===== config.mk =====
export PLATFORM = sky130hd
export DESIGN_NAME = intc_prio_arb
export DESIGN_NICKNAME = d
export VERILOG_FILES = /design/src/rtl/intc_arb_pkg.sv /design/src/rtl/intc_prio_regs.sv /design/src/rtl/intc_prio_tree.sv /design/src/rtl/intc_prio_arb.sv
export SDC_FILE = /design/constraint.sdc
export NUM_CORES = 1
export LEC_CHECK = 0
export CAP_MARGIN = 20
export CORE_MARGIN = 1
export CORE_UTILIZATION = 35
export DETAILED_ROUTE_END_ITERATION = 6
export PLACE_DENSITY = 0.61
export SLEW_MARGIN = 20
export SYNTH_ARGS = -nofsm -noshare
export SYNTH_HDL_FRONTEND = slang
export SYNTH_HIERARCHICAL = 1
export SYNTH_SLANG_ARGS = --single-unit

===== constraint.sdc =====
create_clock -name clk -period 14.8 [get_ports clk]
set_input_delay 2.22 -clock clk [delete_from_list [all_inputs] [get_ports clk]]
set_output_delay 2.22 -clock clk [all_outputs]
set_load 0.01 [all_outputs]

===== src/rtl/intc_arb_pkg.sv =====
package intc_arb_pkg;
    localparam int PRIO_W = 5;
    localparam int LVL_W  = 4;

    typedef logic [PRIO_W-1:0] prio_t;
    typedef logic [LVL_W-1:0]  lvl_t;

    // Drop the least significant bit to get the CPU-visible level.
    function automatic lvl_t prio_to_lvl(prio_t p);
        return p[PRIO_W-1:1];
    endfunction
endpackage


===== src/rtl/intc_prio_regs.sv =====
module intc_prio_regs
    import intc_arb_pkg::*;
#(
    parameter int N_SRC = 16,
    parameter int IDX_W = $clog2(N_SRC)
) (
    input  logic                          clk,
    input  logic                          rst_n,
    input  logic                          wr_en,
    input  logic [IDX_W-1:0]              wr_idx,
    input  logic [PRIO_W-1:0]             wr_data,
    output logic [N_SRC-1:0][PRIO_W-1:0]  prio_o
);
    logic [N_SRC-1:0][PRIO_W-1:0] regs_d, regs_q;

    always_comb begin
        regs_d = regs_q;
        if (wr_en && (int'(wr_idx) < N_SRC)) begin
            regs_d[wr_idx] = wr_data;
        end
    end

    always_ff @(posedge clk or negedge rst_n) begin
        if (!rst_n) regs_q <= '0;
        else        regs_q <= regs_d;
    end

    assign prio_o = regs_q;
endmodule


===== src/rtl/intc_prio_tree.sv =====
module intc_prio_tree
    import intc_arb_pkg::*;
#(
    parameter int N_SRC = 16,
    parameter int IDX_W = $clog2(N_SRC)
) (
    input  logic [N_SRC-1:0][PRIO_W-1:0] prio_i,
    input  logic [N_SRC-1:0]             pend_i,
    output logic                         win_vld_o,
    output logic [PRIO_W-1:0]            win_prio_o,
    output logic [IDX_W-1:0]             win_idx_o
);
    localparam int LEAVES = 1 << $clog2(N_SRC);
    localparam int NODES  = 2 * LEAVES;

    logic                  leaf_vld  [LEAVES];
    prio_t                 leaf_prio [LEAVES];
    logic [IDX_W-1:0]      leaf_idx  [LEAVES];

    // Leaves: a source qualifies when pending and its level is non-zero.
    for (genvar j = 0; j < LEAVES; j++) begin : g_leaf
        if (j < N_SRC) begin : g_real
            assign leaf_vld[j]  = pend_i[j] && (prio_to_lvl(prio_i[j]) != '0);
            assign leaf_prio[j] = prio_i[j];
            assign leaf_idx[j]  = IDX_W'(j);
        end else begin : g_pad
            assign leaf_vld[j]  = 1'b0;
            assign leaf_prio[j] = '0;
            assign leaf_idx[j]  = '0;
        end
    end

    logic             nd_vld  [1:NODES-1];
    prio_t            nd_prio [1:NODES-1];
    logic [IDX_W-1:0] nd_idx  [1:NODES-1];

    // Node i has children 2i (lower indices) and 2i+1; the left child keeps ties.
    always_comb begin
        for (int j = 0; j < LEAVES; j++) begin
            nd_vld[LEAVES+j]  = leaf_vld[j];
            nd_prio[LEAVES+j] = leaf_prio[j];
            nd_idx[LEAVES+j]  = leaf_idx[j];
        end
        for (int i = LEAVES - 1; i >= 1; i--) begin
            if (nd_vld[2*i+1] && (!nd_vld[2*i] || (nd_prio[2*i+1] > nd_prio[2*i]))) begin
                nd_vld[i]  = 1'b1;
                nd_prio[i] = nd_prio[2*i+1];
                nd_idx[i]  = nd_idx[2*i+1];
            end else begin
                nd_vld[i]  = nd_vld[2*i];
                nd_prio[i] = nd_prio[2*i];
                nd_idx[i]  = nd_idx[2*i];
            end
        end
    end

    assign win_vld_o  = nd_vld[1];
    assign win_prio_o = nd_prio[1];
    assign win_idx_o  = nd_idx[1];
endmodule


===== src/rtl/intc_prio_arb.sv =====
module intc_prio_arb
    import intc_arb_pkg::*;
#(
    parameter int N_SRC     = 16,
    parameter int IDX_W     = $clog2(N_SRC),
    parameter int CODE_W    = 12,
    parameter int CODE_BASE = 'h400,
    parameter int CODE_STEP = 'h20
) (
    input  logic              clk,
    input  logic              rst_n,
    input  logic              prio_wr_en,
    input  logic [IDX_W-1:0]  prio_wr_idx,
    input  logic [PRIO_W-1:0] prio_wr_data,
    input  logic [N_SRC-1:0]  pend_i,
    input  logic [LVL_W-1:0]  cpu_mask_i,
    input  logic              ack_i,
    output logic              irq_req_o,
    output logic [LVL_W-1:0]  irq_lvl_o,
    output logic [CODE_W-1:0] evt_code_o
);
    typedef struct packed {
        logic              req;
        lvl_t              lvl;
        logic [IDX_W-1:0]  idx;
        logic [CODE_W-1:0] evt;
    } state_t;

    function automatic logic [CODE_W-1:0] code_of(logic [IDX_W-1:0] idx);
        return CODE_W'(CODE_BASE + CODE_STEP * int'(idx));
    endfunction

    logic [N_SRC-1:0][PRIO_W-1:0] prio_tab;
    logic                         win_vld;
    prio_t                        win_prio;
    logic [IDX_W-1:0]             win_idx;
    state_t                       st_d, st_q;

    intc_prio_regs #(.N_SRC(N_SRC), .IDX_W(IDX_W)) u_regs (
        .clk     (clk),
        .rst_n   (rst_n),
        .wr_en   (prio_wr_en),
        .wr_idx  (prio_wr_idx),
        .wr_data (prio_wr_data),
        .prio_o  (prio_tab)
    );

    intc_prio_tree #(.N_SRC(N_SRC), .IDX_W(IDX_W)) u_tree (
        .prio_i     (prio_tab),
        .pend_i     (pend_i),
        .win_vld_o  (win_vld),
        .win_prio_o (win_prio),
        .win_idx_o  (win_idx)
    );

    always_comb begin
        st_d     = st_q;
        st_d.lvl = win_vld ? prio_to_lvl(win_prio) : '0;
        st_d.req = win_vld && (prio_to_lvl(win_prio) > cpu_mask_i);
        st_d.idx = win_vld ? win_idx : '0;
        // Event register captures the winner the CPU was shown.
        if (ack_i && st_q.req) begin
            st_d.evt = code_of(st_q.idx);
        end
    end

    always_ff @(posedge clk or negedge rst_n) begin
        if (!rst_n) st_q <= '0;
        else        st_q <= st_d;
    end

    assign irq_req_o  = st_q.req;
    assign irq_lvl_o  = st_q.lvl;
    assign evt_code_o = st_q.evt;
endmodule


==> results of run 1 <==
==> power by group <==
group	leakage [nW]	internal (mW)	switching, mW
registers	1.15	0.334	0.0713
logic	2.33	0.483	0.534
clock network	0.155	0.150	0.109
total	3.63	0.967	0.714
==> flip-flops by register name, summed over array words and instances (netlist names) <==
signal         count
u_regs/prio_o     80
irq_req_o          1
st_q               4
irq_lvl_o          4
evt_code_o         5
==> worst min path at each step <==
stage | slack, ps | to | startpoint | cells after the start
global route | 490 | evt_code_o[8]$_DFFE_PN0P_ | st_q[15]$_DFF_PN0_ | 1
CTS | 470 | evt_code_o[10]$_DFFE_PN0P_ | evt_code_o[10]$_DFFE_PN0P_ | 1
floorplan | 430 | evt_code_o[10]$_DFFE_PN0P_ | evt_code_o[10]$_DFFE_PN0P_ | 1
finish | 470 | evt_code_o[10]$_DFFE_PN0P_ | evt_code_o[10]$_DFFE_PN0P_ | 1
global placement | 450 | evt_code_o[10]$_DFFE_PN0P_ | evt_code_o[10]$_DFFE_PN0P_ | 1
detailed placement | 450 | evt_code_o[10]$_DFFE_PN0P_ | evt_code_o[10]$_DFFE_PN0P_ | 1
==> cell type report <==
class	count	area share (%)
repair buffers	44	5.426
inverters	70	3.293
flip-flops and latches	94	29.48
well taps	265	4.156
multi-input cells	508	53.52
clock buffers	9	2.823
clock inverters	7	1.302
==> metal layers <==
layer	track usage, %	wire, um	share of wire [%]
met4	6.439	269	1.6
met3	2.433	509	3.1
met1	23.64	8289	50
met5	0	0	0
met2	27.82	7534	45
==> critical path, delay by kind of cell <==
| kind | cells | cell delay (ps) |
|---|---|---|
| buf+inv | 2 | 660 |
| compound gates | 18 | 3790 |
| mux | 1 | 420 |
| simple gates | 8 | 1240 |
| fa+ha+maj | 4 | 1170 |
==> through the flow <==
| stage | hold slack (ps) | cells | instance area [sq um] |
|---|---|---|---|
| detailed placement | 452.4 | 981 | 7650 |
| CTS | 472.9 | 997 | 7979 |
| global placement | 447.5 | 981 | 7650 |
| global route | 486.1 | 997 | 7979 |
| finish | 467.6 | 997 | 7979 |
| floorplan | 433.5 | 701 | 7071 |
==> impl_results.md, run 1 <==
* Status: finished, final reports clean
* Power Total at between 1.5 and 2 mW
* Slew @ Worst Pin at 896.3 ps
* Iteration-0 DRC Markers at 243
* Layout cells sized above 1 at a little under a fifth
* Nets at 839
* Detailed Routing Iterations Pass 1 at 4
* Setup ws final at between 5000 and 6000 ps
* Worst-path clk slew at around 70 ps
* Hpwl dp at about 13000 um
* DR vias/cell at between 5 and 6
* Site row count at 51
* YS warnings at 6
* Vias after detailed routing at 5263
* Final Core Density at a little over 40%
* Worst Skew at 7.150 ps
* Worst r2r path cells at 34
* Antenna Cells at 0
* Gr usage total at roughly 17%
* Largest stage delay on the critical path at 720 ps
* Hold Crit Class: reg -> reg
* Post-route setup TNS at 0 ps
* TritonCTS buffer count at 9
* Gate Count Post-Synth at roughly 700
* Worst skew pair latency at between 300 and 400 ps
* Die Width at roughly 140 um
* WP data required at around 15000 ps
* Post-Place Setup Slack at approximately 5300 ps
* Port bufs at between 40 and 50
* Initial Util at a little over a third
* Die Footprint at roughly 21000 sq um
* Pwr dens at between 200 and 250 nW/um^2
* Crit end category: register
* FF-to-FF End: irq_req_o$_DFF_PN0_
* Critical path endpoint: irq_req_o$_DFF_PN0_
* Unrepaired setup endpoints after global routing: no
* Pin count of the biggest net entering global routing at between 50 and 60
* Min Clock Period, post-route at 9236 ps
* Achievable clock frequency at 0.1083 GHz
* Vias in the first global route at 5227
* Post-CTS Hold Buffers at 0
* IO Pins at 50
* Final setup fails at 0
* Final period util at between 60% and 70%
* CP max FO at 14
* R2R setup slack at 6960 ps
* Clk buf depth at 2
* TritonCTS clock tree: done
* Crit. Startpoint: pend_i[2]
* Final Hold Vio Count at 0
* Slew Viols, Final at 0
* FF/Latch Area at 2352 sq um
* First-pass GRT wire length at 27350 um
* VDD IR-drop max at 0.00009456 V
* Area Growth Syn to Fin at 13.21%
* Rel. slew slack at 39.98%
* Crit path launch type: primary input
* RR Startpoint: u_regs/prio_o[12]$_DFFE_PN0P_
* Final wirelength at ~17000 um
* Core area at 19590 sq um
* # DRC at 0
* ANT nets after route at 0
* Syn avg cell area at approximately 10 sq um
* Post-CTS Setup Bufs at 0
* Pleak at between 3 and 4 nW
* Critical path class: in -> reg
* Resize count post-CTS at 0
* Area of the multi-input gates at between 4000 and 5000 sq um
* Initial antenna violation count at 0
* Slowest cell on crit path: o211ai_1
* CTS root buf: clkbuf_16
* CP arrival at between 9000 and 10000 ps
* Max cap viols at 0
* Sink Count at 94
* Most common cell after layout, fill and taps aside: mux2_2
* Filler Cell Count at between 1500 and 2000
* H-tree Lvls at 3
* Most frequent cells in the layout: mux2_2 (95), dfrtp_1 (94), ha_1 (79), inv_1 (69), clkdlybuf4s50_1 (41)
* Die height at 143.9 um
* Overflow after GRT at 0
* Synthesized area at between 7000 and 8000 sq um
* Avg WL per Cell at ~17 um
* Gp weighted congestion at 0.8818
(Power assumes the default switching activity.)
==> inputs of run 2 (changes only) <==
--- a/config.mk
+++ b/config.mk
@@ -9,7 +9,7 @@
 export CORE_MARGIN = 1
 export CORE_UTILIZATION = 35
 export DETAILED_ROUTE_END_ITERATION = 6
-export PLACE_DENSITY = 0.61
+export PLACE_DENSITY = 0.63
 export SLEW_MARGIN = 20
 export SYNTH_ARGS = -nofsm -noshare
 export SYNTH_HDL_FRONTEND = slang
==> constraint.sdc (replaced) <==
create_clock -name clk -period 7.73 [get_ports clk]
set_input_delay 1.1595 -clock clk [delete_from_list [all_inputs] [get_ports clk]]
set_output_delay 1.1595 -clock clk [all_outputs]
set_load 0.01 [all_outputs]
==> impl_results.md, run 2 (synthesis gave the netlist of run 1 again) <==
* Worst skew pair latency at 360 ps (about the same)
* Worst r2r path cells at 34 (unchanged)
* Crit. Startpoint: pend_i[2]
* Initial Util at 35.98% (unchanged)
* Post-route setup TNS at 0 ps (unchanged)
* Vias after detailed routing at 5446 (+3.5%)
* Status: finished, final reports clean
* Hold Crit Class: reg -> reg
* IO Pins at 50 (unchanged)
* Largest stage delay on the critical path at 470 ps (-250 ps)
* Min Clock Period, post-route at just over 7000 ps
* R2R setup slack at 870 ps (-6090 ps)
* Final period util at a little over 90%
* Avg WL per Cell at 16.43 um (-1.3%)
* Final Hold Vio Count at 0 (unchanged)
* Delay-heaviest family, CP: compound AO/OA/AOI/OAI gates
* H-tree Lvls at 3 (unchanged)
* Die height at 143.9 um (unchanged)
* Start point of the worst hold path: evt_code_o[10]$_DFFE_PN0P_
* Most common cell after layout, fill and taps aside: mux2_2
* CP Depth at 32 (-3.0%)
* Site row count at 51 (unchanged)
* Worst Skew at 10.55 ps (+3.400 ps)
* CP arrival at 7400 ps (-2120 ps)
* Max cap viols at 0 (unchanged)
* Slew Viols, Final at 0 (unchanged)
* Die Width at 143.9 um (unchanged)
* Crit path launch type: primary input
* Final wirelength at 16510 um (-0.55%)
* FF-to-FF End: irq_req_o$_DFF_PN0_
* Slowest cell on crit path: clkdlybuf4s50_1
* Non-filler cells, final at 1005 (+0.80%)
* TritonCTS buffer count at 9 (unchanged)
* Rel. slew slack at 39.44% (-0.55 points)
* Overflow after GRT at 0 (unchanged)
* DR vias/cell at 5.419 (+2.7%)
* Nets at 847 (+0.95%)
* Worst-path clk slew at 70 ps (about the same)
* Sink Count at 94 (unchanged)
* Area Growth Syn to Fin at 13.65%
* Critical path endpoint: irq_req_o$_DFF_PN0_
* Iteration-0 DRC Markers at 317 (+30%)
* Final setup fails at 0 (unchanged)
* Core area at 19590 sq um (unchanged)
* Vias in the first global route at 5253 (+0.50%)
* Gr usage total at 16.96% (-0.41 points)
* Area of the multi-input gates at 4272 sq um (about the same)
* Die Footprint at 20710 sq um (unchanged)
* Clk buf depth at 2 (unchanged)
* Power Total at 3.221 mW (+92%)
* TritonCTS clock tree: done
* Pleak at 3.663 nW (+0.81%)
* RR Startpoint: u_regs/prio_o[34]$_DFFE_PN0P_
* Critical path class: in -> reg
* Most frequent cells in the layout: mux2_2 (95), dfrtp_1 (94), ha_1 (79), inv_1 (69), clkdlybuf4s50_1 (41)
* CP max FO at 9 (-5)
* Detailed Routing Iterations Pass 1 at 5 (+1)
* Gp weighted congestion at 0.8544 (-3.1%)
* # DRC at 0 (unchanged)
* ANT nets after route at 0 (unchanged)
* Post-Place Setup Slack at 245.1 ps (-5006 ps)
* CTS root buf: clkbuf_16
* Achievable clock frequency at ~0.14 GHz
* VDD IR-drop max at 0.0002698 V (+190%)
* Slew @ Worst Pin at 908.4 ps (+12.16 ps)
* Crit end category: register
* First-pass GRT wire length at 26990 um (-1.3%)
* Placed cells at 989 (+0.82%)
* Pin count of the biggest net entering global routing at 71 (+29%)
* Unrepaired setup endpoints after global routing: no
* Setup ws final at 570.5 ps (-4994 ps)
* Initial antenna violation count at 0 (unchanged)
* Post-CTS Hold Buffers at 0 (unchanged)
* WP data required at 7970 ps (-7110 ps)
* Pwr dens at 402.1 nW/um^2 (+91%)
* Port bufs at 42 (unchanged)
* Filler Cell Count at 1941 (+0.78%)
* FF/Latch Area at 2352 sq um (unchanged)
* Max reg flops at 80 (unchanged)
* Buffers and inverters on the worst path at 2 (unchanged)
* Hpwl dp at 12490 um (-1.1%)
* Post-CTS Setup Bufs at 0 (unchanged)
* Layout cells sized above 1 at 19.05% (+1.0 points)
* Antenna Cells at 0 (unchanged)
## run 2: cell count changes in the layout (fill, tap and decap cells not counted), sizes merged
cell,delta
buf,+8
bufinv,-2
clkinv,+3
clkinvlp,-2
inv,+1
## run 2: what timing repair did
action | in CTS | in global routing
endpoints found under the setup margin | 0 | 1
resized for setup | 0 | 1
hold endpoints to repair | 0 | 0
## run 2: per-layer routing
layer | wire [um] | share of wire, % | vias to the layer above | track usage, %
li1 | - | - | 2635 | -
met1 | 8147 | 49 | 2675 | 23.18
met2 | 7474 | 45 | 112 | 26.98
met3 | 557 | 3.4 | 24 | 2.333
met4 | 331 | 2.0 | 0 | 6.551
met5 | 0 | 0 | - | 0
## run 2: how the worst min path moves through the flow
stage / to / slack [ps] / depth (start not counted)
after global placement: evt_code_o[10]$_DFFE_PN0P_ / 450 / 1
after detailed placement: evt_code_o[10]$_DFFE_PN0P_ / 450 / 1
after CTS: evt_code_o[10]$_DFFE_PN0P_ / 470 / 1
final: evt_code_o[10]$_DFFE_PN0P_ / 470 / 1
after floorplan: evt_code_o[10]$_DFFE_PN0P_ / 430 / 1
after global routing: evt_code_o[10]$_DFFE_PN0P_ / 490 / 1
## run 2: report_power, final
group / leakage, nW / internal (mW) / total, mW / switching (mW)
Combinational: 2.37 / 0.977 / 2.00 / 1.02
Sequential: 1.15 / 0.639 / 0.775 / 0.136
Clock: 0.147 / 0.229 / 0.449 / 0.220
Total: 3.66 / 1.84 / 3.22 / 1.38
## run 2: cell type report
| class | count | area share [%] |
|---|---|---|
| clock buffers | 9 | 2.812 |
| repair buffers | 52 | 6.154 |
| clock inverters | 7 | 0.9216 |
| flip-flops and latches | 94 | 29.37 |
| well taps | 265 | 4.139 |
| inverters | 70 | 3.280 |
| multi-input cells | 508 | 53.33 |
## run 2: through the flow
stage               instance area, sq um  util (%)  hold WS [ps]
floorplan                           7071         -         433.5
global placement                    7710     39.36         449.1
detailed placement                  7710     39.36         452.5
CTS                                 8009     40.88         474.4
global route                        8010     40.89         493.2
finish                              8010     40.89         467.7
